### config.mk
export PLATFORM = sky130hd
export DESIGN_NAME = brx_resolve
export DESIGN_NICKNAME = d
export VERILOG_FILES = /design/src/rtl/brx_pkg.sv /design/src/rtl/brx_eq_cmp.sv /design/src/rtl/brx_target_add.sv /design/src/rtl/brx_fetch_state.sv /design/src/rtl/brx_resolve.sv
export SDC_FILE = /design/constraint.sdc
export NUM_CORES = 1
export LEC_CHECK = 0
export ABC_AREA = 1
export BUFFER_PORTS_ARGS = -buffer_cell sky130_fd_sc_hd__buf_2
export CORE_MARGIN = 5
export CORE_UTILIZATION = 54
export DETAILED_ROUTE_END_ITERATION = 7
export GPL_TIMING_DRIVEN = 0
export PLACE_DENSITY = 0.84
export SLEW_MARGIN = 5
export SYNTH_ARGS = -nofsm -noshare
export SYNTH_HDL_FRONTEND = slang
export SYNTH_HIERARCHICAL = 1
export SYNTH_SLANG_ARGS = --single-unit
### constraint.sdc
create_clock -name clk -period 5.3 [get_ports clk]
set_input_delay 1.59 -clock clk [delete_from_list [all_inputs] [get_ports clk]]
set_output_delay 1.59 -clock clk [all_outputs]
set_load 0.01 [all_outputs]
### src/rtl/brx_pkg.sv
package brx_pkg;
  typedef enum logic [1:0] {
    SRC_SEQ    = 2'd0,
    SRC_FREEZE = 2'd1,
    SRC_TARGET = 2'd2
  } pc_src_e;

  localparam int unsigned INSN_BYTES = 4;
  localparam int unsigned WORD_SHIFT = 2;
endpackage

### src/rtl/brx_eq_cmp.sv
module brx_eq_cmp #(
  parameter int unsigned XLEN    = 32,
  parameter int unsigned SLICE_W = 8
) (
  input  logic [XLEN-1:0] a,
  input  logic [XLEN-1:0] b,
  output logic            equal
);
  localparam int unsigned NSLICE = XLEN / SLICE_W;

  generate
    if ((XLEN % SLICE_W) == 0 && NSLICE > 1) begin : g_sliced
      logic [NSLICE-1:0] slice_eq;
      for (genvar s = 0; s < NSLICE; s++) begin : g_slice
        assign slice_eq[s] = (a[s*SLICE_W +: SLICE_W] == b[s*SLICE_W +: SLICE_W]);
      end
      assign equal = &slice_eq;
    end else begin : g_flat
      assign equal = (a == b);
    end
  endgenerate
endmodule

### src/rtl/brx_target_add.sv
module brx_target_add
  import brx_pkg::*;
#(
  parameter int unsigned XLEN  = 32,
  parameter int unsigned OFF_W = 16
) (
  input  logic [XLEN-1:0]  pc,
  input  logic [OFF_W-1:0] offset,
  output logic [XLEN-1:0]  target
);
  localparam int unsigned EXT_W = XLEN - OFF_W - WORD_SHIFT;

  logic [XLEN-1:0] disp;
  logic [XLEN-1:0] pc_plus;

  assign disp    = {{EXT_W{offset[OFF_W-1]}}, offset, {WORD_SHIFT{1'b0}}};
  assign pc_plus = pc + XLEN'(INSN_BYTES);
  assign target  = pc_plus + disp;
endmodule

### src/rtl/brx_fetch_state.sv
module brx_fetch_state #(
  parameter int unsigned     XLEN     = 32,
  parameter logic [XLEN-1:0] RESET_PC = '0
) (
  input  logic            clk,
  input  logic            rst_n,
  input  logic            en,
  input  logic [XLEN-1:0] pc_d,
  input  logic            valid_d,
  output logic [XLEN-1:0] pc_q,
  output logic            valid_q
);
  always_ff @(posedge clk or negedge rst_n) begin
    if (!rst_n) begin
      pc_q    <= RESET_PC;
      valid_q <= 1'b0;
    end else if (en) begin
      pc_q    <= pc_d;
      valid_q <= valid_d;
    end
  end
endmodule

### src/rtl/brx_resolve.sv
module brx_resolve
  import brx_pkg::*;
#(
  parameter int unsigned     XLEN     = 32,
  parameter int unsigned     OFF_W    = 16,
  parameter int unsigned     SLICE_W  = 8,
  parameter logic [XLEN-1:0] RESET_PC = 32'h0000_1000
) (
  input  logic             clk,
  input  logic             rst_n,
  input  logic             hold,
  input  logic             br_valid,
  input  logic             br_is_beq,
  input  logic [XLEN-1:0]  br_pc,
  input  logic [XLEN-1:0]  br_opa,
  input  logic [XLEN-1:0]  br_opb,
  input  logic [OFF_W-1:0] br_offset,
  output logic [XLEN-1:0]  fetch_pc,
  output logic [XLEN-1:0]  pc_next,
  output logic             squash,
  output logic             slot_valid
);
  logic            ops_equal;
  logic [XLEN-1:0] target;
  logic            taken;
  logic            state_en;
  logic            valid_d;
  pc_src_e         src;

  brx_eq_cmp #(.XLEN(XLEN), .SLICE_W(SLICE_W)) u_cmp (
    .a     (br_opa),
    .b     (br_opb),
    .equal (ops_equal)
  );

  brx_target_add #(.XLEN(XLEN), .OFF_W(OFF_W)) u_tgt (
    .pc     (br_pc),
    .offset (br_offset),
    .target (target)
  );

  // next-state selection
  always_comb begin
    taken = br_valid & br_is_beq & ops_equal;
    if (hold)       src = SRC_FREEZE;
    else if (taken) src = SRC_TARGET;
    else            src = SRC_SEQ;

    unique case (src)
      SRC_TARGET: pc_next = target;
      SRC_FREEZE: pc_next = fetch_pc;
      default:    pc_next = fetch_pc + XLEN'(INSN_BYTES);
    endcase

    squash   = (src == SRC_TARGET);
    state_en = ~hold;
    valid_d  = ~squash;
  end

  brx_fetch_state #(.XLEN(XLEN), .RESET_PC(RESET_PC)) u_state (
    .clk     (clk),
    .rst_n   (rst_n),
    .en      (state_en),
    .pc_d    (pc_next),
    .valid_d (valid_d),
    .pc_q    (fetch_pc),
    .valid_q (slot_valid)
  );
endmodule

# Word-level counts from Yosys, hierarchy flattened
# Index checks and enable logic that the tools add are counted.
[classes]
addsub = 3
eq_ne = 6
n_mux = 3
bitwise = 3
n_reduce_logical = 1
[op_table]
columns = ["cell", "n"]
rows = [
  ["32-bit by 3-bit adder with 32-bit output, second input constant", 2],
  ["32-bit one-hot mux with 2 select lines", 1],
  ["32-bit adder", 1],
  ["8-bit equality test", 4],
  ["2-bit 2-to-1 mux", 2],
  ["4-bit AND reduction", 1],
  ["1-bit AND", 2],
  ["2-bit by 1-bit equality test with 1-bit output, second input constant", 1],
  ["2-bit equality test, second input constant", 1],
  ["1-bit inverter", 1],
]
[word_totals]
register_bits = 33
output_inout_bits = 66
elab_cells = 18

# Depth between registers and ports, before layout
[depth]
ltp_word = 7
ltp_mapped = 17
ltp_nobuf = 17

# Modules after synthesis
# Netlist, hierarchy kept.
[modules_own_cells]
columns = ["mod", "instances", "cells_per_inst", "area_each_um2", "seq_area_each_um2"]
rows = [
  ["brx_target_add", 1, 477, 2563.7, 0.0],
  ["brx_resolve", 1, 277, 1365.1, 0.0],
  ["brx_fetch_state", 1, 140, 1306.3, 827.0],
  ["brx_eq_cmp", 1, 168, 645.6, 0.0],
]

# Worst setup path after synthesis
# OpenSTA, ideal clock, no wires.
[synth_path]
path_kind = "input to output"
startpoint = "input port br_offset[1]"
endpoint = "output port pc_next[19]"
arrival_time_ns = 3.368
required_time_ns = 3.710
setup_slack_ns = 0.342
stages = 12
path_cell_list = "ha_1 -> ha_1 -> fa_1 -> nand3_1 -> nand3_2 -> nand2_1 -> nand2_2 -> nand3_1 -> nand2_1 -> xor2_1 -> a22oi_1 -> o21ai_1"
[synth_via]
elab_chain_len = 2
[synth_rtl]
columns = ["item", "line_no", "text"]
rows = [
  ["from (decl)", "brx_resolve.sv:17", "input logic [OFF_W-1:0] br_offset,"],
  ["32-bit adder", "brx_target_add.sv:18", "assign target = pc_plus + disp;"],
  ["named net target[19]", "brx_resolve.sv:24", "logic [XLEN-1:0] target;"],
  ["32-bit one-hot mux with 2 select lines", "brx_resolve.sv:49", "unique case (src)"],
  ["to (decl)", "brx_resolve.sv:19", "output logic [XLEN-1:0] pc_next,"],
]
# The timed path passes the listed nets, and every way through them passes these cells.

# Final worst setup path
[layout_path]
startpoint = "input port br_offset[15]"
endpoint = "output port pc_next[30]"
# The elaborated chain is that of the path after synthesis.

==> impl_metrics.csv <==
group,metric,value,unit
clocking,htreeDepth,2,
timing,slew_violations,0,
drt,dr.pass1.iters,5,
worst_setup_path,cp_cell_sequence,"buf_6 -> ha_1 -> ha_4 -> nand2_1 -> nand2_1 -> inv_1 -> nand2_1 -> nand2_1 -> nand2_1 -> a21oi_2 -> nand2_1 -> nand2_1 -> nand2_1 -> a22oi_1 -> nand2_1 -> buf_2",
worst_setup_path,critPathLaunchType,"primary input",
worst_setup_path,critPathMostFrequentCell,"nand2_1",
finish,nFillCells,1032,
timing,fmax,0.191,GHz
grt,grt_pass1_vias,6294,
timing,slew_headroom,49.7,%
timing,period_share,98.6,%
worst_setup_path,path_class,"in2out",
worst_setup_path,cp_top_family,"simple AND/OR/NAND/NOR gates",
die,core,10700,µm²
synth,synthFlopType,"dfrtp_1",
timing,setup_tns,0,ns
worst_setup_path,max_stage_delay,0.34,ns
clocking,cts_max_path_buffers,2,
grt,grt_use_met2,46.9,%
synth,synth_top_family_by_area,"simple AND/OR/NAND/NOR gates",
synth,synth-edff-count,0,
die,ios,183,
synth,synth_simple_gate_area_share,49.3,%
drt,via_count,7105,
finish,syn_to_final_growth,27.9,%
drt,viasPerCell,5.09,
die,initial_core_util,54.7,%
finish,final_cell_mix,"nand2_1, buf_2, inv_1",
flow_run,drv_cap,0,
finish,layout.nets,1430,
grt,busiest_layer,"met2",
clocking,cts_buffers,5,
worst_setup_path,worstPathRequired,3.71,ns
timing,clock_skew,0.00538,ns
synth,yosys_warnings,6,
drt,drtIter0Drc,472,
synth,synth_compound_area_share,6.26,%
finish,antenna_cells,0,
synth,synth.yosys.seq_area_share,14.1,%
die,dieHeight,114,µm
grt,antenna_found_initial,0,
place,gp_congestion,0.999,
grt,track_usage,26.5,%
place,place_area,6960,µm²
timing,hold_violations,0,
power_and_ir_drop,leakagePower,4.59,nW
synth,yosysUniqueCellTypes,33,
synth,netlist_area,5880,µm²
grt,grt_pass1_wl,28700,µm
worst_hold_path,holdCritPathClass,"reg2reg",
grt,grt.met1_usage,34.3,%
synth,synth_xor_area_share,4.47,%
die,die-area,13100,µm²
die,fp.dieW,114,µm
worst_setup_path,crit_fanout,15,
timing,setup_violations,0,
grt,use_met3,3.17,%
drt,route.antenna.remaining_nets,0,
clocking,tritoncts,"built",
synth,avgSynthCellArea,5.54,µm²
finish,layout_commonest_cell,"nand2_1",
worst_setup_path,worst-path-buf-inv,3,
synth,synthMuxAreaShare,0,%
power_and_ir_drop,ir_drop,0.127,mV
drt,wire_per_inst,13.0,µm
synth,synth_fp_nets,1238,
status,outcome,"complete, no violations",
drt,post-route-drc-count,0,
clocking,numClockSinks,33,
timing,worstMarginPinSlew,0.755,ns
timing,grt_setup_unrepaired,"true",
worst_setup_path,cp_slowest_cell,"ha_1",
power_and_ir_drop,powerDensity,148,nW/µm²
place,dp_hpwl,14700,µm
clocking,clock_latency,0.29,ns
grt,grt_overflow,0,
synth,synth-adder-area-share,12.7,%
clocking,cts_hold_buf,0,
synth,async_flop_share,100,%
place,port_buffers,180,
worst_setup_path,crit_path_end_kind,"primary output",
clocking,cts_root_buffer,"clkbuf_8",
worst_setup_path,cp_data_arrival_time,3.64,ns
finish,fin_area,7520,µm²
synth,netlist_instances,1062,
synth,synth-seq-cells,33,
grt,grt_max_degree,34,
drt,wl,18100,µm
die,rows,38,
timing,fin_crit,5.23,ns
finish,drive_above_1_share,26.4,%
clocking,clkTransAtPathRegs,0.07,ns
[path summary, 6_finish.rpt]
check	startpoint	to	slack, ns	depth (start not counted)
setup / recovery	br_offset[15]	pc_next[30]	0.07	16
min in group asynchronous	rst_n	u_state/pc_q[3]	1.37	1
hold reg to reg	u_state/valid_q	u_state/valid_q	0.49	2
setup reg to reg	u_state/pc_q[2]	u_state/pc_q[16]	3.52	9
max in group asynchronous	rst_n	u_state/pc_q[19]	3.46	1
hold / removal	u_state/valid_q	u_state/valid_q	0.49	2
[worst reg2reg max path, delay by kind of cell, from the launching register on]
family / cells / cell delay [ns]
xor+xnor: 1 / 0.16
fa+ha+maj: 1 / 0.22
simple gates: 7 / 0.85
flops: 1 / 0.44
[logic make-up (layout without fill, tap and decap cells)]
logic type / Yosys count / in the layout
AND/OR/NAND/NOR: 694 / 694
buffers and inverters: 189 / 382
adder cells (fa/ha/maj): 59 / 59
AO/OA/AOI/OAI: 57 / 57
flip-flops: 33 / 33
XOR/XNOR: 30 / 30
[area by class of cell]
type	instances	area, µm²	area share (%)
flip-flops and latches	33	827	11.0
plain buffers	17	124	1.65
clock inverters	2	10.0	0.133
inverters	172	657	8.73
multi-input cells	840	4710	62.6
well taps	140	175	2.33
clock buffers	6	72.6	0.965
repair buffers	185	945	12.6
[cell usage after synthesis (4+ instances only)]
master / number / share of area, %
xor2_1: 25 / 3.7
buf_2: 6 / 0.51
o21ai_0: 4 / 0.34
dfrtp_1: 32 / 14
nor2_1: 102 / 6.5
nand4_1: 6 / 0.64
o21bai_1: 4 / 0.51
a21oi_1: 19 / 1.6
a22oi_1: 26 / 3.3
nand3_2: 6 / 1.0
nor2_4: 6 / 1.1
xnor2_1: 5 / 0.74
nand3_1: 57 / 4.9
nor2_2: 15 / 1.6
nand2_2: 30 / 3.2
buf_4: 5 / 0.64
ha_1: 58 / 12
inv_1: 168 / 11
nand2_1: 469 / 30
[registers in the layout, summed over array words and instances (netlist names)]
name and cells:
u_state/pc_q 32, u_state/valid_q 1
[routing by layer]
layer / part of all wire (%) / vias to the layer above
met5: 0 / -
met4: 1.7 / 0
met3: 7.2 / 24
met2: 48 / 279
met1: 43 / 3174
li1: - / 3628
[what timing repair did]
action / CTS / global route
gates resized for setup: 10 / 72
setup endpoints to repair: 13 / 28
pin swaps: 0 / 13
buffers inserted: 0 / 5
[metrics by stage]
stage	worst slack (ns)	power (mW)	util, %	instances	hold slack (ns)
2_1_floorplan	0.342	0.650	-	1062	0.496
3_3_place_gp	-0.107	0.822	64.7	1382	0.453
3_5_place_dp	-0.136	0.833	64.7	1382	0.478
4_1_cts	0.00419	1.03	65.9	1390	0.495
5_1_grt	-0.0635	1.20	70.0	1395	0.512
6_report	0.0731	1.11	70.0	1395	0.494
[power by group]
part	total [mW]	switching [mW]	internal (mW)
Sequential	0.289	0.0246	0.264
Clock	0.186	0.0952	0.0910
Combinational	0.637	0.379	0.259
(Power assumes the default switching activity.)
